--- config.mk ---
export PLATFORM = sky130hd
export DESIGN_NAME = gpio_bank_regfile
export DESIGN_NICKNAME = d
export VERILOG_FILES = /design/src/rtl/gpio_xp_pkg.sv /design/src/rtl/gpio_xp_addr_split.sv /design/src/rtl/gpio_xp_cfg_store.sv /design/src/rtl/gpio_xp_input_path.sv /design/src/rtl/gpio_bank_regfile.sv
export SDC_FILE = /design/constraint.sdc
export NUM_CORES = 1
export LEC_CHECK = 0
export ABC_CLOCK_PERIOD_IN_PS = 2900
export BUFFER_PORTS_ARGS = -buffer_cell sky130_fd_sc_hd__buf_2
export CORE_UTILIZATION = 50
export DETAILED_ROUTE_END_ITERATION = 12
export GPL_TIMING_DRIVEN = 0
export PLACE_DENSITY = 0.69
export SLEW_MARGIN = 30
export SYNTH_ARGS = -nofsm -noshare
export SYNTH_HDL_FRONTEND = slang
export SYNTH_SLANG_ARGS = --single-unit
export TNS_END_PERCENT = 10
--- constraint.sdc ---
create_clock -name clk -period 2.9 [get_ports clk]
set_clock_uncertainty 0.1 [all_clocks]
set_input_delay 0.435 -clock clk [delete_from_list [all_inputs] [get_ports clk]]
set_output_delay 0.435 -clock clk [all_outputs]
set_load 0.05 [all_outputs]
--- src/rtl/gpio_xp_pkg.sv ---
package gpio_xp_pkg;

  typedef enum logic [3:0] {
    RK_INPUT,
    RK_OUTPUT,
    RK_POLAR,
    RK_DIR,
    RK_LATCH,
    RK_PULLEN,
    RK_PULLSEL,
    RK_MASK,
    RK_STATUS,
    RK_NONE
  } reg_kind_e;

  // bits needed to hold the highest bank index
  function automatic int unsigned bank_bits(int unsigned pins);
    int unsigned top_idx;
    int unsigned n;
    top_idx = (pins - 1) / 8;
    n = 0;
    for (int i = 0; i < 8; i++) begin
      if ((top_idx >> i) != 0) n = i + 1;
    end
    return n;
  endfunction

  // map set flag and kind code to a register kind
  function automatic reg_kind_e classify(logic ext, logic [5:0] kind);
    reg_kind_e r;
    r = RK_NONE;
    if (!ext) begin
      case (kind)
        6'd0:    r = RK_INPUT;
        6'd1:    r = RK_OUTPUT;
        6'd2:    r = RK_POLAR;
        6'd3:    r = RK_DIR;
        default: r = RK_NONE;
      endcase
    end else begin
      case (kind)
        6'd2:    r = RK_LATCH;
        6'd3:    r = RK_PULLEN;
        6'd4:    r = RK_PULLSEL;
        6'd5:    r = RK_MASK;
        6'd6:    r = RK_STATUS;
        default: r = RK_NONE;
      endcase
    end
    return r;
  endfunction

endpackage

--- src/rtl/gpio_xp_addr_split.sv ---
module gpio_xp_addr_split #(
  parameter int unsigned BANK_SHIFT = 1
) (
  input  logic [7:0] addr,
  output logic       auto_inc,
  output logic       ext_set,
  output logic [5:0] kind,
  output logic [2:0] bank
);

  localparam logic [2:0] BANK_MASK = 3'((1 << BANK_SHIFT) - 1);

  assign auto_inc = addr[7];
  assign ext_set  = addr[6];
  assign kind     = 6'(addr[5:0] >> BANK_SHIFT);
  assign bank     = addr[2:0] & BANK_MASK;

endmodule

--- src/rtl/gpio_xp_cfg_store.sv ---
module gpio_xp_cfg_store
  import gpio_xp_pkg::*;
#(
  parameter int unsigned PIN_COUNT = 16,
  parameter int unsigned NUM_BANKS = 2
) (
  input  logic                 clk,
  input  logic                 rst_n,
  input  logic                 wr_en,
  input  reg_kind_e            wr_kind,
  input  logic [2:0]           wr_bank,
  input  logic [7:0]           wr_data,
  output logic [PIN_COUNT-1:0] out_q,
  output logic [PIN_COUNT-1:0] polar_q,
  output logic [PIN_COUNT-1:0] dir_q,
  output logic [PIN_COUNT-1:0] latch_q,
  output logic [PIN_COUNT-1:0] pullen_q,
  output logic [PIN_COUNT-1:0] pullsel_q,
  output logic [PIN_COUNT-1:0] mask_q
);

  logic [PIN_COUNT-1:0] out_d, polar_d, dir_d, latch_d, pullen_d, pullsel_d, mask_d;

  always_comb begin
    out_d     = out_q;
    polar_d   = polar_q;
    dir_d     = dir_q;
    latch_d   = latch_q;
    pullen_d  = pullen_q;
    pullsel_d = pullsel_q;
    mask_d    = mask_q;
    for (int b = 0; b < int'(NUM_BANKS); b++) begin
      if (wr_en && (wr_bank == 3'(b))) begin
        case (wr_kind)
          RK_OUTPUT:  out_d[b*8 +: 8]     = wr_data;
          RK_POLAR:   polar_d[b*8 +: 8]   = wr_data;
          RK_DIR:     dir_d[b*8 +: 8]     = wr_data;
          RK_LATCH:   latch_d[b*8 +: 8]   = wr_data;
          RK_PULLEN:  pullen_d[b*8 +: 8]  = wr_data;
          RK_PULLSEL: pullsel_d[b*8 +: 8] = wr_data;
          RK_MASK:    mask_d[b*8 +: 8]    = wr_data;
          default:    ;
        endcase
      end
    end
  end

  always_ff @(posedge clk or negedge rst_n) begin
    if (!rst_n) begin
      out_q     <= '1;
      polar_q   <= '0;
      dir_q     <= '1;
      latch_q   <= '0;
      pullen_q  <= '0;
      pullsel_q <= '0;
      mask_q    <= '1;
    end else if (wr_en) begin
      out_q     <= out_d;
      polar_q   <= polar_d;
      dir_q     <= dir_d;
      latch_q   <= latch_d;
      pullen_q  <= pullen_d;
      pullsel_q <= pullsel_d;
      mask_q    <= mask_d;
    end
  end

endmodule

--- src/rtl/gpio_xp_input_path.sv ---
module gpio_xp_input_path #(
  parameter int unsigned PIN_COUNT = 16,
  parameter int unsigned NUM_BANKS = 2
) (
  input  logic                 clk,
  input  logic                 rst_n,
  input  logic [PIN_COUNT-1:0] pins_in,
  input  logic [PIN_COUNT-1:0] dir_q,
  input  logic [PIN_COUNT-1:0] polar_q,
  input  logic [PIN_COUNT-1:0] latch_q,
  input  logic [PIN_COUNT-1:0] mask_q,
  input  logic [NUM_BANKS-1:0] clr_bank,
  output logic [PIN_COUNT-1:0] in_val,
  output logic [PIN_COUNT-1:0] stat_q
);

  logic [PIN_COUNT-1:0] meta_q, sync_q, prev_q, held_q, pend_q;
  logic [PIN_COUNT-1:0] level, event_v, clr_vec;
  logic [PIN_COUNT-1:0] stat_d, pend_d, held_d;

  for (genvar b = 0; b < NUM_BANKS; b++) begin : g_clr
    assign clr_vec[b*8 +: 8] = {8{clr_bank[b]}};
  end

  assign level   = sync_q ^ polar_q;
  assign event_v = (sync_q ^ prev_q) & dir_q;

  always_comb begin
    stat_d = (stat_q & ~clr_vec) | (event_v & ~mask_q);
    pend_d = ((pend_q & ~clr_vec) | event_v) & latch_q;
    held_d = (held_q & pend_q) | (level & ~pend_q);
  end

  assign in_val = (held_q & pend_q) | (level & ~pend_q);

  always_ff @(posedge clk or negedge rst_n) begin
    if (!rst_n) begin
      meta_q <= '0;
      sync_q <= '0;
      prev_q <= '0;
      held_q <= '0;
      pend_q <= '0;
      stat_q <= '0;
    end else begin
      meta_q <= pins_in;
      sync_q <= meta_q;
      prev_q <= sync_q;
      held_q <= held_d;
      pend_q <= pend_d;
      stat_q <= stat_d;
    end
  end

endmodule

--- src/rtl/gpio_bank_regfile.sv ---
module gpio_bank_regfile
  import gpio_xp_pkg::*;
#(
  parameter int unsigned PIN_COUNT = 16
) (
  input  logic                 clk,
  input  logic                 rst_n,
  input  logic                 xfer_start,
  input  logic [7:0]           xfer_addr,
  input  logic                 wr_stb,
  input  logic [7:0]           wr_data,
  input  logic                 rd_stb,
  output logic [7:0]           rd_data,
  input  logic [PIN_COUNT-1:0] pins_in,
  output logic [PIN_COUNT-1:0] pins_out,
  output logic [PIN_COUNT-1:0] pins_oe,
  output logic [PIN_COUNT-1:0] pull_up_en,
  output logic [PIN_COUNT-1:0] pull_dn_en
);

  localparam int unsigned NUM_BANKS  = (PIN_COUNT + 7) / 8;
  localparam int unsigned BANK_SHIFT = bank_bits(PIN_COUNT);
  localparam logic [2:0]  LAST_BANK  = 3'(NUM_BANKS - 1);

  // address pointer
  logic       ptr_ai, ptr_ext;
  logic [5:0] ptr_kind;
  logic [2:0] ptr_bank;
  logic       ptr_ai_d, ptr_ext_d;
  logic [5:0] ptr_kind_d;
  logic [2:0] ptr_bank_d;

  logic       a_ai, a_ext;
  logic [5:0] a_kind;
  logic [2:0] a_bank;

  reg_kind_e  cur_kind;
  logic       cur_valid, cur_wr_ok, access, wr_en;
  logic [NUM_BANKS-1:0] clr_bank;

  logic [PIN_COUNT-1:0] out_q, polar_q, dir_q, latch_q, pullen_q, pullsel_q, mask_q;
  logic [PIN_COUNT-1:0] in_val, stat_q, rd_vec;
  logic [7:0]           rd_byte;

  gpio_xp_addr_split #(.BANK_SHIFT(BANK_SHIFT)) split_i (
    .addr     (xfer_addr),
    .auto_inc (a_ai),
    .ext_set  (a_ext),
    .kind     (a_kind),
    .bank     (a_bank)
  );

  assign cur_kind  = classify(ptr_ext, ptr_kind);
  assign cur_valid = (cur_kind != RK_NONE) && (ptr_bank < 3'(NUM_BANKS));
  assign cur_wr_ok = cur_valid && (cur_kind != RK_INPUT) && (cur_kind != RK_STATUS);
  assign access    = (rd_stb || wr_stb) && !xfer_start;
  assign wr_en     = wr_stb && !xfer_start && cur_wr_ok;

  for (genvar b = 0; b < NUM_BANKS; b++) begin : g_bank_clr
    assign clr_bank[b] = rd_stb && !xfer_start && cur_valid &&
                         (cur_kind == RK_INPUT) && (ptr_bank == 3'(b));
  end

  // pointer next state
  always_comb begin
    ptr_ai_d   = ptr_ai;
    ptr_ext_d  = ptr_ext;
    ptr_kind_d = ptr_kind;
    ptr_bank_d = ptr_bank;
    if (xfer_start) begin
      ptr_ai_d   = a_ai;
      ptr_ext_d  = a_ext;
      ptr_kind_d = a_kind;
      ptr_bank_d = a_bank;
    end else if (access && ptr_ai) begin
      ptr_bank_d = (ptr_bank >= LAST_BANK) ? 3'd0 : ptr_bank + 3'd1;
    end
  end

  always_ff @(posedge clk or negedge rst_n) begin
    if (!rst_n) begin
      ptr_ai   <= 1'b0;
      ptr_ext  <= 1'b0;
      ptr_kind <= '0;
      ptr_bank <= '0;
    end else if (xfer_start || access) begin
      ptr_ai   <= ptr_ai_d;
      ptr_ext  <= ptr_ext_d;
      ptr_kind <= ptr_kind_d;
      ptr_bank <= ptr_bank_d;
    end
  end

  gpio_xp_cfg_store #(.PIN_COUNT(PIN_COUNT), .NUM_BANKS(NUM_BANKS)) cfg_i (
    .clk       (clk),
    .rst_n     (rst_n),
    .wr_en     (wr_en),
    .wr_kind   (cur_kind),
    .wr_bank   (ptr_bank),
    .wr_data   (wr_data),
    .out_q     (out_q),
    .polar_q   (polar_q),
    .dir_q     (dir_q),
    .latch_q   (latch_q),
    .pullen_q  (pullen_q),
    .pullsel_q (pullsel_q),
    .mask_q    (mask_q)
  );

  gpio_xp_input_path #(.PIN_COUNT(PIN_COUNT), .NUM_BANKS(NUM_BANKS)) inp_i (
    .clk      (clk),
    .rst_n    (rst_n),
    .pins_in  (pins_in),
    .dir_q    (dir_q),
    .polar_q  (polar_q),
    .latch_q  (latch_q),
    .mask_q   (mask_q),
    .clr_bank (clr_bank),
    .in_val   (in_val),
    .stat_q   (stat_q)
  );

  // read path: kind then bank
  always_comb begin
    case (cur_kind)
      RK_INPUT:   rd_vec = in_val;
      RK_OUTPUT:  rd_vec = out_q;
      RK_POLAR:   rd_vec = polar_q;
      RK_DIR:     rd_vec = dir_q;
      RK_LATCH:   rd_vec = latch_q;
      RK_PULLEN:  rd_vec = pullen_q;
      RK_PULLSEL: rd_vec = pullsel_q;
      RK_MASK:    rd_vec = mask_q;
      RK_STATUS:  rd_vec = stat_q;
      default:    rd_vec = '0;
    endcase
    rd_byte = 8'h00;
    for (int b = 0; b < int'(NUM_BANKS); b++) begin
      if (ptr_bank == 3'(b)) rd_byte = rd_vec[b*8 +: 8];
    end
  end

  assign rd_data    = cur_valid ? rd_byte : 8'h00;
  assign pins_out   = out_q;
  assign pins_oe    = ~dir_q;
  assign pull_up_en = pullen_q & pullsel_q;
  assign pull_dn_en = pullen_q & ~pullsel_q;

endmodule

==> results of run 1 <==
[logic make-up (layout without fill, tap and decap cells)]
group / count (synthesis) / in the layout / synth area share
and+or+nand+nor: 183 / 183 / 0.1045
DFF: 218 / 218 / 0.5709
adders and majority gates: 3 / 3 / 0.003886
buffers and inverters: 55 / 258 / 0.02241
AOI/OAI and AO/OA: 134 / 134 / 0.09675
muxes: 149 / 149 / 0.1725
xor gates and xnor gates: 32 / 32 / 0.02901
[power groups by stage]
stage	Clock, mW	Sequential [mW]	Combinational [mW]
2_1_floorplan	0	3.27	0.394
3_3_place_gp	0	3.27	0.648
3_5_place_dp	0	3.27	0.678
4_1_cts	3.06	3.23	0.766
5_1_grt	3.18	3.24	0.866
6_report	3.03	3.23	0.821
[layer usage]
layer  wire (um)  up-vias  part of all wire
li1            -     3120                 -
met1       12060     3537              0.43
met2       13020      294              0.47
met3        1889       66             0.068
met4         924        0             0.033
met5           0        -                 0
[synthesized netlist by cell type, drive strengths merged, types with 3 or more instances]
cell / count
nand3: 6
a221oi: 10
a221o: 3
o22ai: 3
a21boi: 17
and2: 18
xnor2: 15
and3: 6
a211oi: 6
a22o: 8
buf: 10
a31oi: 4
nor2b: 23
clkbuf: 26
mux2: 130
nor3: 8
o21ai: 43
mux2i: 18
nand4: 4
nor4: 6
nor2: 20
ha: 3
a21oi: 10
a22oi: 13
nand2: 77
dfrtp: 170
inv: 19
xor2: 17
dfstp: 48
[state kept, by name, summed over array words and instances (netlist names)]
signal           cells
cfg_i.dir_q         16
cfg_i.latch_q       16
cfg_i.mask_q        16
cfg_i.out_q         16
cfg_i.polar_q       16
cfg_i.pullen_q      16
cfg_i.pullsel_q     16
inp_i.held_q        16
inp_i.meta_q        16
inp_i.pend_q        16
inp_i.prev_q        16
inp_i.stat_q        16
inp_i.sync_q        16
ptr_ai               1
ptr_bank             3
ptr_ext              1
ptr_kind             5
[layout make-up]
class / instances / area (um^2)
fillers: 1432 / 6407
flip-flops and latches: 218 / 5519
multi-input cells: 501 / 4334
repair buffers: 164 / 1142
clock buffers: 37 / 720.7
well taps: 260 / 325.3
plain buffers: 31 / 244.0
inverters: 19 / 71.32
clock inverters: 7 / 66.31
[placed cells by master (no fill, tap or decap), types with 5 or more instances in the layout]
cell	count
sky130_fd_sc_hd__mux2i_1	18
sky130_fd_sc_hd__mux2_4	9
sky130_fd_sc_hd__dlygate4sd3_1	17
sky130_fd_sc_hd__a21oi_1	8
sky130_fd_sc_hd__nor2b_1	23
sky130_fd_sc_hd__buf_4	31
sky130_fd_sc_hd__mux2_2	120
sky130_fd_sc_hd__nor2_1	8
sky130_fd_sc_hd__clkbuf_16	25
sky130_fd_sc_hd__inv_1	19
sky130_fd_sc_hd__nor2_4	11
sky130_fd_sc_hd__a221oi_1	5
sky130_fd_sc_hd__buf_2	102
sky130_fd_sc_hd__nand2_1	66
sky130_fd_sc_hd__buf_8	8
sky130_fd_sc_hd__a21boi_0	12
sky130_fd_sc_hd__dfstp_2	48
sky130_fd_sc_hd__nand2_2	11
sky130_fd_sc_hd__a22oi_1	13
sky130_fd_sc_hd__clkbuf_4	6
sky130_fd_sc_hd__xor2_1	17
sky130_fd_sc_hd__buf_6	19
sky130_fd_sc_hd__and2_1	17
sky130_fd_sc_hd__clkbuf_1	16
sky130_fd_sc_hd__xnor2_1	15
sky130_fd_sc_hd__o21ai_1	17
sky130_fd_sc_hd__o21ai_0	24
sky130_fd_sc_hd__a22o_1	8
sky130_fd_sc_hd__nor3_1	5
sky130_fd_sc_hd__clkbuf_8	5
sky130_fd_sc_hd__dfrtp_1	167
sky130_fd_sc_hd__nand3_1	5
[tightest hold or removal path, cell delays in order]
cell	delay [ns]
sky130_fd_sc_hd__buf_2	0.07
sky130_fd_sc_hd__nand2_1	0.04
sky130_fd_sc_hd__nand2_1	0.06
[repair_timing]
item                                    4_1_cts  5_1_grt
endpoints found under the setup margin      152      116
resized for setup                           121       50
gates cloned                                  1        1
pin swaps                                    33       17
hold endpoints to repair                     53        0
setup buffers                                18       17
hold buffers                                 17        0
[path summary, 6_finish.rpt]
| path | end | slack, ns | depth (start not counted) |
|---|---|---|---|
| min in group asynchronous | ptr_kind[4]$_DFFE_PN0P_ | 0.33 | 2 |
| worst max register to register | cfg_i.pullsel_q[3]$_DFFE_PN0P_ | -0.24 | 7 |
| worst max-delay path | rd_data[4] | -0.34 | 7 |
| worst min register to register | inp_i.sync_q[6]$_DFF_PN0_ | 0.24 | 0 |
| worst min-delay path | ptr_ai$_DFFE_PN0P_ | 0.02 | 3 |
| max in group asynchronous | cfg_i.mask_q[11]$_DFFE_PN1P_ | 1.56 | 3 |
[per-stage QoR]
step           cells  utilization  power [mW]
4_1_cts         1220       0.6467       7.063
6_report        1237       0.6597       7.086
3_3_place_gp    1142       0.5638       3.916
5_1_grt         1237       0.6597       7.294
3_5_place_dp    1145       0.5701       3.948
2_1_floorplan    774            -       3.661
==> flow_summary.yaml, run 1 <==
worst_setup_path:
  cp_num_buf_inv: 3
  critical_path_class: "register to output port"
  cp_max_fo: 10
  cp_cell_sequence: "buf_6 -> or4_4 -> clkbuf_4 -> o22ai_1 -> a21oi_1 -> a211oi_4 -> buf_6"
  crit-reg2reg-launch: "ptr_kind[3]$_DFFE_PN0P_"
  startpoint: "ptr_kind[3]$_DFFE_PN0P_"
  cp.arrival_ns: 2.70
  crit_path_start_kind: "register"
  endpoint_kind: "output port"
  data_required_time_at_the_worst_endpoint_ns: 2.37
  cp_slowest_stage_delay_ns: 0.57
  critical-path-top-delay-family: "compound AO/OA/AOI/OAI gates"
  path_common_cell: "sky130_fd_sc_hd__buf_6"
  critical_path.slowest_cell: "sky130_fd_sc_hd__or4_4"
grt:
  grt_antenna_before_repair: 0
  first_pass_grt_wire_length_um: 41940
  globalRouteOverflowTotal: 0
  grt_use_total: 0.2856
  grt_start_max_net_pins: 90
  busiest_layer: "met2"
  grt.met2_usage: 0.4454
  use_met3: 0.05605
  first_global_vias: 6967
  use_met1: 0.3951
sta:
  timing_worst_slew_pin_value_ns: 0.8647
  fin_setup_tns_ns: -9.829
  post-route-min-period_ns: 3.239
  clock.fmax_mhz: 308.7
  max-slew-margin-rel: 0.4192
  timing.final.ws_setup_ns: -0.3393
  worst_hold_slack_ns: 0.01944
  finalHoldViolations: 0
  final-setup-viol-count: 90
  final.period_utilization: 1.117
  slew_violations: 0
  rsz_0062_raised_after_global_routing: "true"
min_path:
  hold_path_class: "input pin to register"
  timing.hold.worst.start: "xfer_addr[7]"
place:
  portBuffers: 108
  finalWeightedCongestion: 0.8486
  dpl.hpwl_um: 16960
  place_area_mm2: 0.01074
  pre_cts_ws_ns: -1.263
power:
  total_leakage_power_nw: 5.508
  power_density_mw_per_mm2: 570.4
  vdd_drop_max_mv: 0.4731
  power.internal_mw: 5.268
  sequentialPowerShare: 0.456
  pwr-share-comb: 0.116
  p_sw_frac: 0.2566
  p_clk_frac: 0.428
  power.net_switching_mw: 1.818
route:
  vias_per_cell: 5.673
  post_drt_wl_per_cell_um: 22.55
  detailroute.via_count: 7017
  detailedRoute.firstPassIterationCount: 5
  drt_iter0_drc: 472
  routed_wirelength_um: 27900
  antenna_violating_nets_post_route: 0
  drc: 0
synth:
  synth_largest_type_area_fraction: 0.4404
  number_of_synthesized_register_bits: 218
  postSynthAreaPerCell_um2: 12.48
  synthCells: 774
  yosys_warnings: 0
  synth_cell_type_count: 65
  synth_ff_type: "sky130_fd_sc_hd__dfrtp_1"
  synth.yosys.seq_area_share: 0.5709
  synth-edff-count: 0
  async_reset_ff_frac: 1.000
  netlist_area_before_placement_mm2: 0.009661
  synth_top_area_cell: "sky130_fd_sc_hd__dfrtp_1"
  synth.area.top_cells: "sky130_fd_sc_hd__dfrtp_1 (44%), sky130_fd_sc_hd__mux2_2 (15%), sky130_fd_sc_hd__dfstp_2 (13%)"
  syn_nets: 814
die:
  die_x_um: 141
  fp-row-count: 50
  initial_utilization: 0.5130
  coreArea_mm2: 0.01883
  ios: 109
  vertical_extent_of_the_die_um: 141
  die_area_mm2: 0.01988
flow_run:
  max_cap_viol_count: 0
cts:
  worst_setup_hold_path_clk_slew_ns: 0.06
  cts_sinks: 218
  clockBufferDepth: 3
  cts.root.buffer_cell: "sky130_fd_sc_hd__clkbuf_16"
  cts_made_buffers: 24
  tritoncts: "done"
  insertion_delay_ns: 0.52
  clock_tree.htree_level_count: 1
finish:
  layout-drive-gt1-share: 0.4637
  synthToLayoutAreaGrowth_pct: 28.60
  stdcell_area_mm2: 0.01242
  fin_nets: 999
  number_of_diodes_added_for_antenna_fixing: 0
outcome:
  failed_checks: "negative setup slack"
  outcome: "finished with violations"
No activity file was read; power rests on OpenSTA's default activity.
==> inputs of run 2 (changes only) <==
- CORE_ASPECT_RATIO: default -> 1.2
==> run 2 against run 1 <==
  * Combinational power is 2% higher
  * Via count grew 1.0%
  * Critical endpoint is now rd_data[0]
  * Utilization is 0.46 points lower
  * Non-clock buffer count up 1
  * Sequential power about the same
  * Die area hardly changed
  * The flow still finishes with violations (negative setup slack)
  * Largest cell class unchanged
  * Critical path type unchanged
  * Register-to-register slack worse by 0.02 ns
==> flow_summary.yaml, run 2 (same netlist as run 1, synthesis figures left out) <==
sta:
  slew_violations: 0
  rsz_0062_raised_after_global_routing: "true"
  timing_worst_slew_pin_value_ns: 0.7457
  final.period_utilization: 1.146
  final-setup-viol-count: 40
  finalHoldViolations: 0
  post-route-min-period_ns: 3.324
  fin_setup_tns_ns: -7.018
  max-slew-margin-rel: 0.4991
  worst_hold_slack_ns: 0.05096
  timing.final.ws_setup_ns: -0.4238
  clock.fmax_mhz: 300.9
cts:
  worst_setup_hold_path_clk_slew_ns: 0.06
  cts_made_buffers: 23
  cts.root.buffer_cell: "sky130_fd_sc_hd__clkbuf_16"
  clock_tree.htree_level_count: 1
  clockBufferDepth: 3
  insertion_delay_ns: 0.52
  cts_sinks: 218
  tritoncts: "done"
grt:
  grt.met2_usage: 0.4559
  busiest_layer: "met2"
  globalRouteOverflowTotal: 0
  first_global_vias: 7041
  first_pass_grt_wire_length_um: 41120
  use_met3: 0.03874
  grt_use_total: 0.2795
  use_met1: 0.3833
  grt_antenna_before_repair: 0
  grt_start_max_net_pins: 90
route:
  drt_iter0_drc: 580
  antenna_violating_nets_post_route: 0
  detailroute.via_count: 7087
  post_drt_wl_per_cell_um: 22.36
  routed_wirelength_um: 27550
  detailedRoute.firstPassIterationCount: 5
  vias_per_cell: 5.752
  drc: 0
worst_setup_path:
  cp.arrival_ns: 2.79
  crit_path_start_kind: "register"
  critical_path_class: "register to output port"
  data_required_time_at_the_worst_endpoint_ns: 2.37
  endpoint_kind: "output port"
  cp_max_fo: 7
  worst_r2r_path_depth: 8
min_path:
  hold-path-cell-count: 3
  hold_path_class: "input pin to register"
finish:
  post-route-util: 0.6551
  fin_nets: 999
  layout.area.seq_mm2: 0.005518
  mostFrequentLayoutCell: "sky130_fd_sc_hd__dfrtp_1"
  layout-drive-gt1-share: 0.4580
  synthToLayoutAreaGrowth_pct: 28.34
  number_of_diodes_added_for_antenna_fixing: 0
  multi_input_comb_area_mm2: 0.004342
  final.fill_count: 1412
  layout.cells.most_common_list: "sky130_fd_sc_hd__dfrtp_1 (168), sky130_fd_sc_hd__mux2_2 (129), sky130_fd_sc_hd__buf_2 (104)"
die:
  initial_utilization: 0.5105
  die_area_mm2: 0.01988
  ios: 109
  coreArea_mm2: 0.01892
  die_x_um: 128.9
  vertical_extent_of_the_die_um: 154.3
  fp-row-count: 55
place:
  finalWeightedCongestion: 0.8686
  dpl.hpwl_um: 17540
  portBuffers: 108
power:
  p_total_mw: 7.175
  power_density_mw_per_mm2: 578.7
  total_leakage_power_nw: 5.501
  vdd_drop_max_mv: 0.4698
outcome:
  outcome: "finished with violations"
  failed_checks: "negative setup slack"
flow_run:
  max_cap_viol_count: 0
==> run 2: changes by cell type in the layout (fill, tap and decap cells not counted), sizes merged <==
| cell | delta |
|---|---|
| bufinv | +3 |
| inv | +2 |
| clkinv | +2 |
| clkbuf | -7 |
| clkinvlp | -1 |
==> run 2: what timing repair did <==
item | in CTS | in global routing
setup buffers | 18 | 19
gates resized for setup | 86 | 39
pin swaps | 17 | 17
endpoints found under the setup margin | 124 | 98
hold buffers | 17 | 0
gates cloned | 1 | 0
hold endpoints to repair | 46 | 0
==> run 2: layout make-up <==
cell class | count | share of cell area
Clock buffer | 29 | 0.04985
Timing Repair Buffer | 165 | 0.09214
Tap cell | 256 | 0.02584
Clock inverter | 13 | 0.01393
Sequential cell | 218 | 0.4451
Inverter | 19 | 0.005752
Buffer | 31 | 0.01726
Multi-Input combinational cell | 501 | 0.3502
==> run 2: power breakdown <==
group | switching [mW] | internal, mW | leakage, nW | total [mW]
Sequential | 0.0786 | 3.15 | 2.62 | 3.23
Clock | 1.24 | 1.87 | 0.396 | 3.11
Combinational | 0.517 | 0.319 | 2.49 | 0.836
==> run 2: worst max-delay path, cell delays in order (launching register included) <==
cell and delay, ns:
sky130_fd_sc_hd__dfrtp_1 0.37, sky130_fd_sc_hd__buf_6 0.13, sky130_fd_sc_hd__or4_4 0.57, sky130_fd_sc_hd__nor3_4 0.29, sky130_fd_sc_hd__buf_8 0.20, sky130_fd_sc_hd__buf_6 0.11, sky130_fd_sc_hd__a22o_4 0.13, sky130_fd_sc_hd__nor4_4 0.05
sky130_fd_sc_hd__nor3_4 0.23, sky130_fd_sc_hd__buf_6 0.19
==> run 2: final timing paths <==
check,from,end,slack (ns)
max,ptr_kind[3]$_DFFE_PN0P_,rd_data[0],-0.42
min,xfer_addr[7],ptr_ai$_DFFE_PN0P_,0.05
max reg2reg,ptr_kind[4]$_DFFE_PN0P_,cfg_i.pullsel_q[2]$_DFFE_PN0P_,-0.26
min reg2reg,inp_i.meta_q[2]$_DFF_PN0_,inp_i.sync_q[2]$_DFF_PN0_,0.25
max in group asynchronous,rst_n,cfg_i.out_q[15]$_DFFE_PN1P_,1.58
min in group asynchronous,rst_n,inp_i.meta_q[5]$_DFF_PN0_,0.31
==> run 2: stage by stage <==
stage,instance area [um^2],std cells,setup WS [ns]
5_1_grt,12400,1232,-0.4725
6_report,12400,1232,-0.4238
4_1_cts,12090,1214,-0.4735
3_3_place_gp,10610,1138,-2.408
3_5_place_dp,10730,1141,-1.459
2_1_floorplan,9751,774,-0.07405
==> run 2: layer usage <==
metal  routed length, um  part of all wire  up-vias
met5                   0                 0        -
met4                 942             0.034        0
met3                1854             0.067       76
met2               13320              0.48      294
met1               11440              0.42     3580
li1                    -                 -     3137
